`config.mk`:
```
export PLATFORM = sky130hd
export DESIGN_NAME = alu8_decoded
export DESIGN_NICKNAME = d
export VERILOG_FILES = /design/src/rtl/alu8_pkg.sv /design/src/rtl/alu8_op_decoder.sv /design/src/rtl/alu8_units.sv /design/src/rtl/alu8_flags.sv /design/src/rtl/alu8_decoded.sv
export SDC_FILE = /design/constraint.sdc
export NUM_CORES = 1
export LEC_CHECK = 0
export ABC_AREA = 0
export ABC_CLOCK_PERIOD_IN_PS = 3900
export BUFFER_PORTS_ARGS = -buffer_cell sky130_fd_sc_hd__buf_2
export CAP_MARGIN = 20
export CORE_ASPECT_RATIO = 1.5
export CORE_UTILIZATION = 55
export DETAILED_ROUTE_END_ITERATION = 16
export GPL_ROUTABILITY_DRIVEN = 0
export GPL_TIMING_DRIVEN = 0
export PLACE_DENSITY = 0.82
export SLEW_MARGIN = 20
export SYNTH_ARGS = -nofsm -noshare
export SYNTH_HDL_FRONTEND = slang
export SYNTH_SLANG_ARGS = --single-unit
```
`constraint.sdc`:
```
create_clock -name vclk -period 3.9
set_input_delay 0.78 -clock vclk [all_inputs]
set_output_delay 0.78 -clock vclk [all_outputs]
set_load 0.03 [all_outputs]
```
`src/rtl/alu8_pkg.sv`:
```
package alu8_pkg;
    localparam int OP_W    = 3;
    localparam int N_UNITS = 7;

    typedef enum logic [OP_W-1:0] {
        OP_ADD = 3'd0,
        OP_SHR = 3'd1,
        OP_SHL = 3'd2,
        OP_NOT = 3'd3,
        OP_AND = 3'd4,
        OP_OR  = 3'd5,
        OP_XOR = 3'd6,
        OP_CMP = 3'd7
    } alu_op_e;
endpackage

```
`src/rtl/alu8_op_decoder.sv`:
```
module alu8_op_decoder
    import alu8_pkg::*;
(
    input  logic [OP_W-1:0]    op_sel,
    output logic [N_UNITS-1:0] unit_en
);
    for (genvar u = 0; u < N_UNITS; u++) begin : g_dec
        assign unit_en[u] = (op_sel == OP_W'(u));
    end
endmodule

```
`src/rtl/alu8_units.sv`:
```
module alu8_units
    import alu8_pkg::*;
#(
    parameter int DATA_W = 8
) (
    input  logic [DATA_W-1:0]  a_in,
    input  logic [DATA_W-1:0]  b_in,
    input  logic               carry_in,
    input  logic [N_UNITS-1:0] unit_en,
    output logic [DATA_W-1:0]  bus_out,
    output logic               carry_out
);
    localparam int SUM_W = DATA_W + 1;

    logic [DATA_W-1:0] unit_res [N_UNITS];
    logic [N_UNITS-1:0] unit_co;

    for (genvar u = 0; u < N_UNITS; u++) begin : g_unit
        if (u == int'(OP_ADD)) begin : g_add
            logic [SUM_W-1:0] sum;
            assign sum = {1'b0, a_in} + {1'b0, b_in} + {{DATA_W{1'b0}}, carry_in};
            assign unit_res[u] = sum[DATA_W-1:0];
            assign unit_co[u]  = sum[DATA_W];
        end else if (u == int'(OP_SHR)) begin : g_shr
            assign unit_res[u] = {carry_in, a_in[DATA_W-1:1]};
            assign unit_co[u]  = a_in[0];
        end else if (u == int'(OP_SHL)) begin : g_shl
            assign unit_res[u] = {a_in[DATA_W-2:0], carry_in};
            assign unit_co[u]  = a_in[DATA_W-1];
        end else if (u == int'(OP_NOT)) begin : g_not
            assign unit_res[u] = ~a_in;
            assign unit_co[u]  = 1'b0;
        end else if (u == int'(OP_AND)) begin : g_and
            assign unit_res[u] = a_in & b_in;
            assign unit_co[u]  = 1'b0;
        end else if (u == int'(OP_OR)) begin : g_or
            assign unit_res[u] = a_in | b_in;
            assign unit_co[u]  = 1'b0;
        end else begin : g_xor
            assign unit_res[u] = a_in ^ b_in;
            assign unit_co[u]  = 1'b0;
        end
    end

    always_comb begin
        bus_out   = '0;
        carry_out = 1'b0;
        for (int u = 0; u < N_UNITS; u++) begin
            if (unit_en[u]) begin
                bus_out   = bus_out | unit_res[u];
                carry_out = carry_out | unit_co[u];
            end
        end
    end
endmodule

```
`src/rtl/alu8_flags.sv`:
```
module alu8_flags #(
    parameter int DATA_W = 8
) (
    input  logic [DATA_W-1:0] a_in,
    input  logic [DATA_W-1:0] b_in,
    input  logic [DATA_W-1:0] bus_in,
    output logic              zero_flag,
    output logic              a_gt_flag,
    output logic              eq_flag
);
    assign zero_flag = ~(|bus_in);
    assign a_gt_flag = (a_in > b_in);
    assign eq_flag   = (a_in == b_in);
endmodule

```
`src/rtl/alu8_decoded.sv`:
```
module alu8_decoded
    import alu8_pkg::*;
#(
    parameter int DATA_W = 8
) (
    input  logic [DATA_W-1:0] a_in,
    input  logic [DATA_W-1:0] b_in,
    input  logic              carry_in,
    input  logic [OP_W-1:0]   op_sel,
    output logic [DATA_W-1:0] result,
    output logic              carry_out,
    output logic              zero_flag,
    output logic              a_gt_flag,
    output logic              eq_flag
);
    logic [N_UNITS-1:0] unit_en;

    alu8_op_decoder u_dec (
        .op_sel  (op_sel),
        .unit_en (unit_en)
    );

    alu8_units #(.DATA_W(DATA_W)) u_units (
        .a_in      (a_in),
        .b_in      (b_in),
        .carry_in  (carry_in),
        .unit_en   (unit_en),
        .bus_out   (result),
        .carry_out (carry_out)
    );

    alu8_flags #(.DATA_W(DATA_W)) u_flags (
        .a_in      (a_in),
        .b_in      (b_in),
        .bus_in    (result),
        .zero_flag (zero_flag),
        .a_gt_flag (a_gt_flag),
        .eq_flag   (eq_flag)
    );
endmodule

```
==> qor.txt, run 1 <==
Outcome - finished with violations
Failing checks - negative setup slack
Final period util - 1.01
Synth area leader - ha_1
CP delay by family, top - compound AO/OA/AOI/OAI gates
Vias - 1503
Slowest-stage cell, CP - fa_2
Antenna diodes - 0
Final worst slack - -0.0283 ns
Final Hold Fails - 0
Slew @ Worst Pin - 0.524 ns
First-pass GRT wire length - 5.93 mm
Multi-input logic area - 0.00117 mm^2
Final count of negative-setup-slack endpoints - 1
Hold Slack - 2.09 ns
GRT Residual Overflow - 0
Largest net degree at the start of global routing - 11
RSZ-0062 raised after global routing - true
Synthesis warning total - 0
Number of clock buffers in the layout - 0
Fill count - 217
Peak supply drop - 0.000109 V
Critical path data required time - 3.12 ns
Slew Limit Fails - 0
DRC violations left - 0
Worst-path fanout max - 3
Worst EP arrival - 3.15 ns
P per Cell Area - 152 mW/mm^2
Wirelength per Cell - 15.4 um
Rows - 21
Slew HR - 0.650
DRT Pass-1 Iters - 4
Drt total wl - 3.66 mm
Period minus WS final - 3.93 ns
Number of hold buffers added after CTS - 0
Startpoint Class - input pin
P_leak - 0.773 nW
Area of the core - 0.00223 mm^2
Cells along the critical path - buf_2, fa_2, inv_1, fa_2, a21boi_0, a221o_1, a221o_1, nand4bb_4, nor4_4, buf_4
Share of layout cells above drive strength 1 - 0.288
Sequential cell area fraction in the yosys report - 0
Die X-Extent - 41.6 um
Critical Path Max Stage Delay - 0.51 ns
Maxcap violations - 0
DR vias/cell - 6.32
DIE AREA - 0.00256 mm^2
Final ANT Viol Nets - 0
Top cells by area, synth - ha_1, inv_1, o211ai_1, nand2_1, a21oi_1
Vias in the first global route - 1317
DP HPWL - 2.82 mm
Mapped Area - 0.00129 mm^2
DR iter-0 viols - 68
PortBufs - 32
Synth top area share - 0.232
Post-Synthesis Net Count - 225
Number of antenna violations at the first check in global routing - 0
I/O Pins - 32
Initial Utilization - 0.580
Final #Nets - 263
HP Class - in -> out
GRT Util Overall - 0.287
Syn Inst Count - 179
Chip height - 61.4 um
Setup Slack @ Placement - -0.135 ns
FF/Latch Area - 0 um^2
Distinct cells, synth - 53
CP bufs+invs - 3
Kind of critical path - in -> out
Maximum clock frequency - 0.255 GHz
Layout area overhead - 20.0%
Average size of a mapped cell - 7.23 um^2
CP endpoint kind - output pin
Seq Cell Count - 0
[cell families after synthesis]
| group | synth area share |
|---|---|
| and+or+nand+nor | 0.243 |
| AOI/OAI and AO/OA | 0.335 |
| buffers and inverters | 0.121 |
| adders and majority gates | 0.263 |
| muxes | 0.0242 |
| xor gates and xnor gates | 0.0135 |
[Yosys cell counts, drive strengths merged, types with 2 or more instances]
cell and instances:
ha 24, inv 24, nand2 17, nor2 12, a21oi 10, o211ai 10
o21ai 10, buf 6, nor3 6, nand3 5, a221oi 4, nor2b 4
a221o 3, nor4 3, a211o 2, a22oi 2, clkbuf 2, fa 2
mux2i 2, nand2b 2, or2 2
[path summary, 6_finish.rpt]
path                  from   endpoint  slack [ns]  cells past startpoint
setup / recovery  carry_in  zero_flag       -0.03                     10
hold / removal     a_in[7]  carry_out        2.09                      4
[per-layer routing]
| layer | share of wire | track usage |
|---|---|---|
| met2 | 0.51 | 0.560 |
| met1 | 0.40 | 0.348 |
| met5 | 0 | 0 |
| met3 | 0.051 | 0.00587 |
| met4 | 0.030 | 0.0691 |
[what timing repair did]
item | 4_1_cts | 5_1_grt
gates resized for setup | 6 | 0
pin swaps | 4 | 4
buffers inserted | 3 | 1
setup endpoints to repair | 1 | 1
[stage by stage]
stage / cells / setup TNS, ns / power [mW] / utilization / instance area [um^2]
after global placement: 234 / -0.101 / 0.211 / 0.668 / 1490
after CTS: 237 / 0 / 0.229 / 0.692 / 1550
after floorplan: 179 / 0 / 0.157 / - / 1300
final: 238 / -0.0283 / 0.237 / 0.696 / 1550
after global routing: 238 / -0.155 / 0.255 / 0.696 / 1550
after detailed placement: 234 / -0.135 / 0.216 / 0.668 / 1490
[cell type report]
class / instances / share of cell area
Tap cell: 23 / 0.0185
Inverter: 25 / 0.0604
Buffer: 8 / 0.0403
Timing Repair Buffer: 36 / 0.126
Multi-Input combinational cell: 146 / 0.755
[where the power goes]
part           total [mW]  internal (mW)  switching, mW
Sequential              0              0              0
Combinational       0.237         0.0974          0.139
Clock                   0              0              0
Total               0.237         0.0974          0.139
[placed cells by master (no fill, tap or decap), types with 3 or more instances in the layout]
cell type and count:
a21oi_1 10, a221o_1 3, buf_2 32, buf_4 6
buf_6 4, ha_1 24, inv_1 23, nand2_1 17
nand3_1 5, nor2_1 12, nor2b_1 3, nor3_1 6
o211ai_1 10, o21ai_0 10
Power figures use the tool's default switching activity.
==> run 2: changes to the inputs <==
- CORE_UTILIZATION: 55 -> 58
- PLACE_DENSITY: 0.82 -> 0.86
==> qor.txt, run 2 (synthesis gave the netlist of run 1 again) <==
Routed length on met1 - 1.36 mm (-7.8%)
Met2 wire len - 2.16 mm (+15%)
Cells along the critical path - buf_2, fa_2, inv_2, fa_2, a21boi_1, a221o_1, a221o_1, nand4bb_4, nor4_4, buf_6
Startpoint Class - input pin
RSZ-0062 raised after global routing - true
Maximum clock frequency - 0.258 GHz (+1.4%)
Setup Slack @ Placement - -0.175 ns (-0.0394 ns)
Vias in the first global route - 1399 (+6.2%)
Worst-path fanout max - 4 (+1)
Vias - 1590 (+5.8%)
Final Hold Fails - 0 (unchanged)
Met3 WL - 319 um (+72%)
Post-Layout Cell Count - 237 (-0.42%)
Post-route core utilization - 0.755 (+0.0590)
Final count of negative-setup-slack endpoints - 0 (-1)
Top layer used by detailed routing - met4
Multi-input logic area - 0.00118 mm^2 (+0.64%)
Outcome - completed
First-pass GRT wire length - 6.01 mm (+1.3%)
I/O Pins - 32 (unchanged)
Power share of the sequential group - 0 (unchanged)
DRC violations left - 0 (unchanged)
Fill count - 182 (-16%)
Worst EP arrival - 3.09 ns (-0.06 ns)
Final ANT Viol Nets - 0 (unchanged)
Pint - 98.6 uW (+1.2%)
Period minus WS final - 3.87 ns (-0.0553 ns)
Switching share of power - 0.593 (+0.00496)
Die X-Extent - 40.6 um (-2.5%)
Slew Limit Fails - 0 (unchanged)
DIE AREA - 0.00243 mm^2 (-5.0%)
Final #Nets - 263 (unchanged)
Chip height - 59.9 um (-2.5%)
Combinational fraction of design power - 1.000 (about the same)
Slew HR - 0.637 (-0.0129)
Critical Path Max Stage Delay - 0.51 ns (about the same)
Number of antenna violations at the first check in global routing - 0 (unchanged)
Switching power - 144 uW (+3.3%)
DP Cell Count - 233 (-0.43%)
P_leak - 0.780 nW (+0.92%)
Slew @ Worst Pin - 0.543 ns (+0.0193 ns)
GRT Residual Overflow - 0 (unchanged)
Area of the core - 0.00208 mm^2 (-7.0%)
Commonest non-fill, non-tap cell in the layout - buf_2
Final period util - 0.993 (-0.0142)
Final worst slack - 0.0269 ns (+0.0553 ns)
Share of layout cells above drive strength 1 - 0.298 (+0.00930)
Wirelength per Cell - 16.7 um (+8.9%)
Seq Cell Count - 0 (unchanged)
Commonest non-fill, non-tap cells in the layout - buf_2, ha_1, inv_1
DRT Pass-1 Iters - 5 (+1)
DP HPWL - 3.04 mm (+7.9%)
Maxcap violations - 0 (unchanged)
Number of hold buffers added after CTS - 0 (unchanged)
Peak supply drop - 0.000105 V (-3.6%)
Largest net degree at the start of global routing - 11 (unchanged)
Drt total wl - 3.97 mm (+8.5%)
Slowest-stage cell, CP - fa_2
Antenna diodes - 0 (unchanged)
Layout area overhead - 21.1%
Kind of critical path - in -> out
Clock share of power - 0 (unchanged)
FF/Latch Area - 0 um^2 (unchanged)
HP Class - in -> out
DR iter-0 viols - 75 (+10%)
PortBufs - 32 (unchanged)
Rows - 20 (-4.8%)
DR vias/cell - 6.71 (+6.2%)
Final total power - 242 uW (+2.4%)
Critical path data required time - 3.12 ns (about the same)
P per Cell Area - 155 mW/mm^2 (+1.5%)
Initial Utilization - 0.623 (+0.0437)
CP endpoint kind - output pin
GRT Util Overall - 0.339 (+0.0526)
Number of clock buffers in the layout - 0 (unchanged)
-- run 2: final cells by class --
type                       count  share of cell area
timing repair buffer          36               0.129
inverter                      25              0.0599
buffer                         8              0.0399
multi-input combinational    146               0.753
tap                           22              0.0176
-- run 2: final timing paths --
path | from | end | slack [ns] | depth (start not counted)
worst max-delay path | b_in[0] | zero_flag | 0.03 | 10
worst min-delay path | a_in[0] | result[0] | 2.09 | 4
-- run 2: power groups by stage --
stage | clock network, mW | logic, mW | registers, mW
floorplan | 0 | 0.157 | 0
global placement | 0 | 0.211 | 0
detailed placement | 0 | 0.219 | 0
CTS | 0 | 0.234 | 0
global route | 0 | 0.259 | 0
finish | 0 | 0.242 | 0
-- run 2: timing repair --
item | 4_1_cts | 5_1_grt
endpoints found under the hold margin | 0 | 0
endpoints found under the setup margin | 1 | 1
gates resized for setup | 7 | 4
pin swaps | 6 | 3
setup buffers | 4 | 0
-- run 2: routing by layer --
layer,vias to the layer above,track usage
li1,723,-
met1,741,0.376
met2,110,0.644
met3,16,0.0335
met4,0,0.0714
met5,-,0
-- run 2: per-stage QoR --
step	TNS [ns]	hold slack, ns	instance area (um^2)
floorplan	0	1.88	1300
global placement	-0.0881	2.09	1490
detailed placement	-0.175	2.10	1490
CTS	0	2.10	1550
global route	-0.0266	2.12	1570
finish	0	2.09	1570
-- run 2: critical path, delay by kind of cell --
family          cells  cell delay, ns
buf+inv             3            0.32
fa+ha+maj           2            0.75
compound gates      3            0.74
simple gates        2            0.49
==> run 3: changes to the inputs <==
- BUFFER_PORTS_ARGS: -buffer_cell sky130_fd_sc_hd__buf_2 -> -buffer_cell sky130_fd_sc_hd__buf_4
- CORE_ASPECT_RATIO: 1.5 -> default
- CORE_MARGIN: default -> 8
==> qor.txt, run 3 (synthesis gave the netlist of run 1 again) <==
Final ANT Viol Nets - 0 (unchanged)
Peak supply drop - 0.0000994 V (-5.1%)
Largest net degree at the start of global routing - 11 (unchanged)
Slew @ Worst Pin - 0.512 ns (-0.0313 ns)
Commonest non-fill, non-tap cell in the layout - buf_4
Final worst slack - -0.00612 ns (-0.0331 ns)
Combinational fraction of design power - 1.000 (about the same)
Multi-input logic area - 0.00117 mm^2 (-0.63%)
Startpoint Class - input pin
Vias - 1495 (-6.0%)
DRC violations left - 0 (unchanged)
Final #Nets - 261 (-0.76%)
Chip height - 63.3 um (+5.6%)
CP endpoint kind - output pin
Number of antenna violations at the first check in global routing - 0 (unchanged)
Antenna diodes - 0 (unchanged)
Wirelength per Cell - 16.8 um (+0.50%)
RSZ-0062 raised after global routing - true
GRT Util Overall - 0.194 (-0.145)
Layout area overhead - 25.4%
Final period util - 1.00 (+0.00848)
Period minus WS final - 3.91 ns (+0.0331 ns)
Worst EP arrival - 3.13 ns (+0.04 ns)
Worst-path fanout max - 6 (+2)
Die X-Extent - 63.3 um (+56%)
Final Hold Fails - 0 (unchanged)
DIE AREA - 0.00400 mm^2 (+65%)
Slew Limit Fails - 0 (unchanged)
Share of layout cells above drive strength 1 - 0.282 (-0.0160)
Final count of negative-setup-slack endpoints - 1 (+1)
Setup TNS - -0.00612 ns (-0.00612 ns)
Switching power - 143 uW (-0.74%)
Vias in the first global route - 1482 (+5.9%)
Pint - 107 uW (+8.8%)
Top layer used by detailed routing - met4
FF/Latch Area - 0 um^2 (unchanged)
Critical path data required time - 3.12 ns (about the same)
Routed length on met1 - 1.77 mm (+29%)
First-pass GRT wire length - 6.76 mm (+13%)
Dpl cell area - 0.00158 mm^2 (+5.9%)
P per Cell Area - 154 mW/mm^2 (-0.45%)
Switching share of power - 0.571 (-0.0222)
Failing checks - negative setup slack
HP Class - in -> out
Setup Slack @ Placement - -0.0892 ns (+0.0853 ns)
Number of clock buffers in the layout - 0 (unchanged)
Drt total wl - 4.06 mm (+2.2%)
Hold Slack - 2.06 ns (-0.0324 ns)
Final instance area - 0.00162 mm^2 (+3.6%)
Fill count - 183 (+0.55%)
DR iter-0 viols - 100 (+33%)
Met3 WL - 225 um (-29%)
Maximum clock frequency - 0.256 GHz (-0.85%)
P_leak - 0.787 nW (+0.93%)
DR vias/cell - 6.20 (-7.5%)
DP HPWL - 3.23 mm (+6.1%)
Seq Cell Count - 0 (unchanged)
Area of the core - 0.00217 mm^2 (+4.5%)
Kind of critical path - in -> out
Clock share of power - 0 (unchanged)
Initial Utilization - 0.597 (-0.0266)
I/O Pins - 32 (unchanged)
Rows - 17 (-15%)
Number of hold buffers added after CTS - 0 (unchanged)
Slew HR - 0.659 (+0.0216)
Final total power - 250 uW (+3.1%)
Met2 wire len - 1.98 mm (-8.3%)
PortBufs - 32 (unchanged)
DRT Pass-1 Iters - 4 (-1)
Outcome - finished with violations
Maxcap violations - 0 (unchanged)
GRT Residual Overflow - 0 (unchanged)
Power share of the sequential group - 0 (unchanged)
Commonest non-fill, non-tap cells in the layout - buf_4, ha_1, inv_1
==> run 3: changes by cell type in the layout (fill, tap and decap cells not counted), sizes merged <==
cell	delta
buf	-2
==> run 3: worst paths after layout <==
kind                    start  cells after the start   endpoint  slack (ns)
worst max-delay path  a_in[0]                     10  zero_flag      -0.006
worst min-delay path  a_in[7]                      4  carry_out        2.06
==> run 3: repair_timing <==
item                                    in CTS  in global routing
endpoints found under the setup margin       1                  1
gates resized for setup                      4                  1
endpoints found under the hold margin        0                  0
setup buffers                                2                  0
pin swaps                                    5                  0
==> run 3: worst max-delay path, stage by stage <==
cell	delay, ns
buf_4	0.12
fa_2	0.22
inv_1	0.06
fa_2	0.52
a21boi_0	0.09
a221o_1	0.32
a221o_1	0.33
nand4bb_4	0.23
nor4_4	0.28
buf_6	0.17
==> run 3: layout make-up <==
cell class,instances,area share
multi-input combinational,146,0.723
timing repair buffer,34,0.159
inverter,25,0.0578
buffer,8,0.0385
tap,28,0.0216
==> run 3: power by group through the flow <==
stage	registers [mW]	logic, mW	clock network (mW)
detailed placement	0	0.234	0
CTS	0	0.246	0
floorplan	0	0.157	0
global placement	0	0.226	0
finish	0	0.250	0
global route	0	0.268	0
==> run 3: metal layers <==
metal / global-route usage / up-vias
li1: - / 720
met1: 0.246 / 700
met2: 0.348 / 67
met3: 0.0106 / 8
met4: 0.0446 / 0
met5: 0 / -
==> run 3: stage by stage <==
step / utilization / std cells
after floorplan: - / 179
after global placement: 0.728 / 239
after detailed placement: 0.728 / 239
after CTS: 0.747 / 241
after global routing: 0.749 / 241
final: 0.749 / 241
